## src/rtl/win_watch_pkg.sv

```systemverilog
`timescale 1ns/1ps
package win_watch_pkg;

    localparam int SMP_W  = 12;
    localparam int CHAN_W = 5;
    localparam int REG_W  = 32;
    localparam int ADDR_W = 3;
    localparam int IVL_W  = 16;

    // control register field positions
    localparam int CTL_SEL_LSB = 26;
    localparam int CTL_EN_BIT  = 23;
    localparam int CTL_ONE_BIT = 22;
    localparam int CTL_TRG_BIT = 10;
    // limits register field positions
    localparam int LIM_HI_LSB  = 16;
    localparam int LIM_LO_LSB  = 0;
    // status / mask bit
    localparam int ALARM_BIT   = 7;

    typedef enum logic [ADDR_W-1:0] {
        RA_CTL  = 3'd0,
        RA_LIM  = 3'd1,
        RA_STAT = 3'd2,
        RA_MASK = 3'd3,
        RA_IVL  = 3'd4
    } reg_addr_e;

    typedef struct packed {
        logic [CHAN_W-1:0] sel;
        logic              en;
        logic              one_chan;
        logic              trig_en;
    } ctl_t;

    typedef struct packed {
        logic [SMP_W-1:0] hi;
        logic [SMP_W-1:0] lo;
    } limits_t;

    typedef struct packed {
        logic              valid;
        logic [CHAN_W-1:0] chan;
        logic [SMP_W-1:0]  data;
    } sample_t;

    function automatic logic outside_window(input logic [SMP_W-1:0] v,
                                            input limits_t lim);
        return (v > lim.hi) || (v < lim.lo);
    endfunction

    function automatic logic chan_selected(input ctl_t c,
                                           input logic [CHAN_W-1:0] ch);
        return !c.one_chan || (ch == c.sel);
    endfunction

endpackage

```

## src/rtl/win_watch_cmp.sv

```systemverilog
module win_watch_cmp
    import win_watch_pkg::*;
(
    input  sample_t smp,
    input  ctl_t    ctl,
    input  limits_t lim,
    output logic    hit
);
    logic watched;
    logic beyond;

    always_comb begin
        watched = smp.valid && ctl.en && chan_selected(ctl, smp.chan);
        beyond  = outside_window(smp.data, lim);
        hit     = watched && beyond;
    end
endmodule

```

## src/rtl/win_watch_trig.sv

```systemverilog
module win_watch_trig #(
    parameter int CLK_PER_MS = 48000,
    parameter int CNT_W      = 16
) (
    input  logic             clk,
    input  logic             rst,
    input  logic             en,
    input  logic [CNT_W-1:0] reload,
    output logic             trig
);
    localparam int PSC_W = (CLK_PER_MS > 2) ? $clog2(CLK_PER_MS) : 1;
    localparam logic [PSC_W-1:0] PSC_LAST = PSC_W'(CLK_PER_MS - 1);

    logic [PSC_W-1:0] psc;
    logic [CNT_W-1:0] cnt;
    logic             tick;

    assign tick = (psc == PSC_LAST);

    always_ff @(posedge clk) begin
        if (rst || !en) begin
            psc  <= '0;
            cnt  <= '0;
            trig <= 1'b0;
        end else begin
            trig <= 1'b0;
            if (tick) begin
                psc <= '0;
                if (cnt == reload) begin
                    cnt  <= '0;
                    trig <= 1'b1;
                end else begin
                    cnt <= cnt + CNT_W'(1);
                end
            end else begin
                psc <= psc + PSC_W'(1);
            end
        end
    end


    trig_gated_chk: assert property (@(posedge clk) disable iff (rst)
        trig |-> $past(en));

    // R8 (pulse width, CLK_PER_MS of 2 or more)
    trig_pulse_chk: assert property (@(posedge clk) disable iff (rst)
        trig |=> !trig);
endmodule

```

## src/rtl/win_watch_regs.sv

```systemverilog
module win_watch_regs
    import win_watch_pkg::*;
(
    input  logic              clk,
    input  logic              rst,
    input  logic              we,
    input  logic [ADDR_W-1:0] addr,
    input  logic [REG_W-1:0]  wdata,
    input  logic              hit,
    output ctl_t              ctl,
    output limits_t           lim,
    output logic [IVL_W-1:0]  reload,
    output logic              alarm,
    output logic              mask,
    output logic [REG_W-1:0]  rdata
);
    logic clr_req;
    logic unused_wd;

    assign unused_wd = ^wdata;
    assign clr_req   = we && (addr == RA_STAT) && wdata[ALARM_BIT];

    always_ff @(posedge clk) begin
        if (rst) begin
            ctl    <= '0;
            lim    <= '0;
            reload <= '0;
            mask   <= 1'b0;
        end else if (we) begin
            case (addr)
                RA_CTL: begin
                    ctl.sel      <= wdata[CTL_SEL_LSB +: CHAN_W];
                    ctl.en       <= wdata[CTL_EN_BIT];
                    ctl.one_chan <= wdata[CTL_ONE_BIT];
                    ctl.trig_en  <= wdata[CTL_TRG_BIT];
                end
                RA_LIM: begin
                    lim.hi <= wdata[LIM_HI_LSB +: SMP_W];
                    lim.lo <= wdata[LIM_LO_LSB +: SMP_W];
                end
                RA_MASK: mask   <= wdata[ALARM_BIT];
                RA_IVL:  reload <= wdata[IVL_W-1:0];
                default: ;
            endcase
        end
    end

    // hardware set wins over a software clear in the same cycle
    always_ff @(posedge clk) begin
        if (rst)          alarm <= 1'b0;
        else if (hit)     alarm <= 1'b1;
        else if (clr_req) alarm <= 1'b0;
    end

    always_comb begin
        rdata = '0;
        case (addr)
            RA_CTL: begin
                rdata[CTL_SEL_LSB +: CHAN_W] = ctl.sel;
                rdata[CTL_EN_BIT]            = ctl.en;
                rdata[CTL_ONE_BIT]           = ctl.one_chan;
                rdata[CTL_TRG_BIT]           = ctl.trig_en;
            end
            RA_LIM: begin
                rdata[LIM_HI_LSB +: SMP_W] = lim.hi;
                rdata[LIM_LO_LSB +: SMP_W] = lim.lo;
            end
            RA_STAT: rdata[ALARM_BIT]  = alarm;
            RA_MASK: rdata[ALARM_BIT]  = mask;
            RA_IVL:  rdata[IVL_W-1:0]  = reload;
            default: rdata = '0;
        endcase
    end


    alarm_sticky_chk: assert property (@(posedge clk) disable iff (rst)
        (alarm && !clr_req) |=> alarm);


    set_wins_chk: assert property (@(posedge clk) disable iff (rst)
        hit |=> alarm);
endmodule

```

## src/rtl/win_watch.sv

```systemverilog
module win_watch
    import win_watch_pkg::*;
#(
    parameter int CLK_PER_MS = 48000
) (
    input  logic              clk,
    input  logic              rst,
    input  logic              reg_we,
    input  logic [ADDR_W-1:0] reg_addr,
    input  logic [REG_W-1:0]  reg_wdata,
    output logic [REG_W-1:0]  reg_rdata,
    input  logic              smp_valid,
    input  logic [CHAN_W-1:0] smp_chan,
    input  logic [SMP_W-1:0]  smp_data,
    output logic              irq_o,
    output logic              trig_o
);
    sample_t          smp;
    ctl_t             ctl;
    limits_t          lim;
    logic [IVL_W-1:0] reload;
    logic             alarm;
    logic             mask;
    logic             hit;
    logic             clr_port;

    assign smp      = '{valid: smp_valid, chan: smp_chan, data: smp_data};
    assign clr_port = reg_we && (reg_addr == RA_STAT) && reg_wdata[ALARM_BIT];

    win_watch_cmp u_cmp (
        .smp (smp),
        .ctl (ctl),
        .lim (lim),
        .hit (hit)
    );

    win_watch_regs u_regs (
        .clk    (clk),
        .rst    (rst),
        .we     (reg_we),
        .addr   (reg_addr),
        .wdata  (reg_wdata),
        .hit    (hit),
        .ctl    (ctl),
        .lim    (lim),
        .reload (reload),
        .alarm  (alarm),
        .mask   (mask),
        .rdata  (reg_rdata)
    );

    win_watch_trig #(
        .CLK_PER_MS (CLK_PER_MS),
        .CNT_W      (IVL_W)
    ) u_trig (
        .clk    (clk),
        .rst    (rst),
        .en     (ctl.trig_en),
        .reload (reload),
        .trig   (trig_o)
    );

    assign irq_o = alarm && mask;


    disabled_hold_chk: assert property (@(posedge clk) disable iff (rst)
        (!ctl.en && !clr_port) |=> $stable(alarm));


    in_window_chk: assert property (@(posedge clk) disable iff (rst)
        (!alarm && !(smp_valid && ((smp_data > lim.hi) || (smp_data < lim.lo))))
        |=> !alarm);


    other_chan_chk: assert property (@(posedge clk) disable iff (rst)
        (!alarm && ctl.one_chan && (smp_chan != ctl.sel)) |=> !alarm);


    irq_source_chk: assert property (@(posedge clk) disable iff (rst)
        irq_o |-> (reg_addr != RA_STAT) || reg_rdata[ALARM_BIT]);
endmodule

```

## config.mk

```make
export PLATFORM = sky130hd
export DESIGN_NAME = win_watch
export DESIGN_NICKNAME = d
export VERILOG_FILES = /design/src/rtl/win_watch_pkg.sv /design/src/rtl/win_watch_cmp.sv /design/src/rtl/win_watch_trig.sv /design/src/rtl/win_watch_regs.sv /design/src/rtl/win_watch.sv
export SDC_FILE = /design/constraint.sdc
export NUM_CORES = 1
export LEC_CHECK = 0
export BUFFER_PORTS_ARGS = -buffer_cell sky130_fd_sc_hd__buf_2
export CORE_MARGIN = 2
export CORE_UTILIZATION = 55
export DETAILED_ROUTE_END_ITERATION = 16
export PLACE_DENSITY_LB_ADDON = 0.1
export SLEW_MARGIN = 25
export SYNTH_ARGS = -nofsm -noshare
export SYNTH_HDL_FRONTEND = slang
export SYNTH_SLANG_ARGS = --single-unit
```

## constraint.sdc

```tcl
create_clock -name clk -period 2.2 [get_ports clk]
set_clock_uncertainty 0.05 [all_clocks]
set_input_delay 0 -clock clk [delete_from_list [all_inputs] [get_ports clk]]
set_output_delay 0 -clock clk [all_outputs]
set_load 0.01 [all_outputs]
```

==> flow_summary.ini <==
[run_status]
status = finished clean

[synthesis]
syn_avg_cell_area_um2 = 7.964
synth.distinct_cells = 47
yosys-top-cells-count = nand2_1 (115), dfxtp_1 (83), a21oi_1 (69), inv_1 (29), nor2_1 (26)
syn_area_mm2 = 0.004380
synth_top_area_share = 0.3793
yosys-top-cells-area = dfxtp_1 (38%), nand2_1 (9.9%), a21oi_1 (7.9%), ha_1 (7.1%), xor2_1 (5.0%)
ys_ff_latch = 83
synth_ff_type = dfxtp_1
yosysMostFrequentCell = nand2_1
async_flop_share = 0
synth_enable_flop_cells = 0
synthCells = 550
yosysSeqAreaShare = 0.3793
yosysTopAreaCell = dfxtp_1
synth_fp_nets = 631
yosysWarnings = 0

[clock_tree]
cts_made_buffers = 9
ctsResizeCount = 0
clkLatencyLatePin_ns = 0.36
cts_max_level = 3
clock_sinks = 83
root_buffer = clkbuf_8
cts_tree = done
clock_path_buffers = 2
cts.clk_slew.worst_paths_ns = 0.08

[global_routing]
grt.overflow.total = 0
grtUsageMet3 = 0.03707
met1_usage = 0.3558
antenna_found_initial = 0
met2_usage = 0.4233
grt_max_degree = 28
grt_busiest_layer = met2
grt_pass1_wl_um = 18340
first_global_vias = 4069
grt_use_total = 0.2629

[sta]
tightest_slew_ns = 0.6523
setup_viol = 0
finalHoldViolCount = 0
rsz0062_at_grt = false
slew_headroom = 0.5618
finalMaxSlewViolations = 0
setup_tns_ns = 0
timing.final.crit_period_ns = 1.873
fin_crit_sh = 0.8515
max_freq_mhz = 533.8

[die]
pin_count = 90
die-area_mm2 = 0.008695
core_area_mm2 = 0.007727
die_height_um = 93.25
start_util = 0.5669
num_rows = 32
dieWidth_um = 93.25

[drt]
antenna_left = 0
vias = 4217
dr.pass1.iters = 4
drc_errors = 0
first_iter_violations = 177
wl_per_cell_um = 14.18
routed_wl_um = 10990
viasPerCell = 5.441

[worst_setup_path]
critPathMaxFanout = 7
cp.arrival_ns = 2.10
rr_worst_depth = 7
reg2reg_slack_ns = 0.33
end_kind = flop
cp-start-kind = flop
required_ns = 2.43
criticalPathCategory = reg2reg

[cells_and_area]
layout-drive-gt1-share = 0.1902
n_antenna_cell = 0
seqCellArea_mm2 = 0.001662
fill_cells = 636
fin_util = 0.7069
syn_to_final_growth_pct = 24.71
multiInputGateArea_mm2 = 0.002514
nets = 749
stdcell_area_mm2 = 0.005463
stdcell_count = 775

[place]
dp_cells = 727
gp_congestion = 0.8673
place_hpwl_um = 7937
port_buffers = 87
placed_cell_area_mm2 = 0.004942

[run]
drv_cap = 0

[power_and_ir_drop]
leakage_uw = 0.002191
internal-power_uw = 2195
p_switching_uw = 756.2
p_clk_frac = 0.377
p_sw_frac = 0.2563
p_per_area_mw_per_mm2 = 540.2
ir_drop_mv = 0.3604
combPwrFrac = 0.103
sequentialPowerShare = 0.521

[min_path]
hp-class = in2reg
hold_path_depth = 4
-- power by group through the flow --
stage          combinational, µW  sequential [µW]  clock (µW)
2_1_floorplan                146             1570           0
3_3_place_gp                 248             1570           0
3_5_place_dp                 254             1570           0
4_1_cts                      299             1540        1140
5_1_grt                      337             1540        1190
6_report                     303             1540        1110
-- final timing paths --
| check | start | end |
|---|---|---|
| hold / removal | reg_addr[0] | u_regs.mask |
| hold reg to reg | u_trig.psc[0] | u_trig.psc[0] |
| setup / recovery | u_trig.psc[0] | u_trig.cnt[4] |
| setup reg to reg | u_trig.psc[0] | u_trig.cnt[4] |
-- worst max-delay path, cell delays in order (launching register included) --
cell and delay, ns:
dfxtp_1 0.36, ha_1 0.23, nand4_2 0.16, nor3_2 0.16, buf_4 0.19, nand3_1 0.14
or3_1 0.38, a21oi_1 0.15
-- kinds of logic after synthesis --
kind of cell               synth area share
buffers and inverters               0.04684
other                             0.0008561
AOI/OAI and AO/OA                    0.1457
and+or+nand+nor                      0.2711
muxes                              0.006855
xor gates and xnor gates            0.07798
adders and majority gates           0.07141
DFF                                  0.3793
-- timing repair --
action / in CTS / in global routing
endpoints found under the hold margin: 50 / 0
hold buffers: 32 / 0
buffers inserted: 0 / 0
-- layer usage --
metal,vias up,part of all wire
li1,2117,-
met4,0,0.022
met3,23,0.057
met2,140,0.45
met1,1937,0.47
met5,-,0
-- flip-flops by register name, indices dropped and copies added, names as in the netlist --
signal and flops:
u_regs.alarm 1, u_regs.ctl 8, u_trig.psc 16, u_regs.lim 24, u_trig.trig 1, u_regs.mask 1, u_regs.reload 16, u_trig.cnt 16
-- metrics by stage --
step / hold WS, ns / total power (µW) / setup WS [ns]
2_1_floorplan: 0.07999 / 1713 / 0.3585
3_3_place_gp: 0.1907 / 1819 / 0.3948
3_5_place_dp: 0.1958 / 1826 / 0.3583
4_1_cts: 0.01346 / 2976 / 0.3199
5_1_grt: 0.06193 / 3070 / 0.1574
6_report: 0.02131 / 2951 / 0.3267
-- cell type report --
class,count,share of cell area
clock buffers,9,0.02268
flip-flops and latches,83,0.3042
repair buffers,130,0.1557
clock inverters,7,0.01397
multi-input cells,415,0.4601
inverters,29,0.01993
well taps,102,0.02336
-- cell usage in the layout (no fill, tap or decap), types with 2 or more instances in the layout --
master and count:
a211oi_1 2, a21o_1 4, a21oi_1 69, a22o_1 14, and2_1 12, and3_1 6
buf_2 87, buf_4 10, clkbuf_8 9, clkinv_4 2, clkinvlp_4 2, dfxtp_1 83
dlygate4sd3_1 32, ha_1 25, inv_1 29, mux2i_1 3, nand2_1 115, nand3_1 12
nand4_1 11, nand4_2 2, nor2_1 26, nor2b_1 4, nor3_1 8, nor3_2 2
nor4_1 11, o21ai_0 14, o31ai_1 2, or2_2 2, or3_1 13, xnor2_1 14
xor2_1 25
Power figures use the tool's default switching activity.
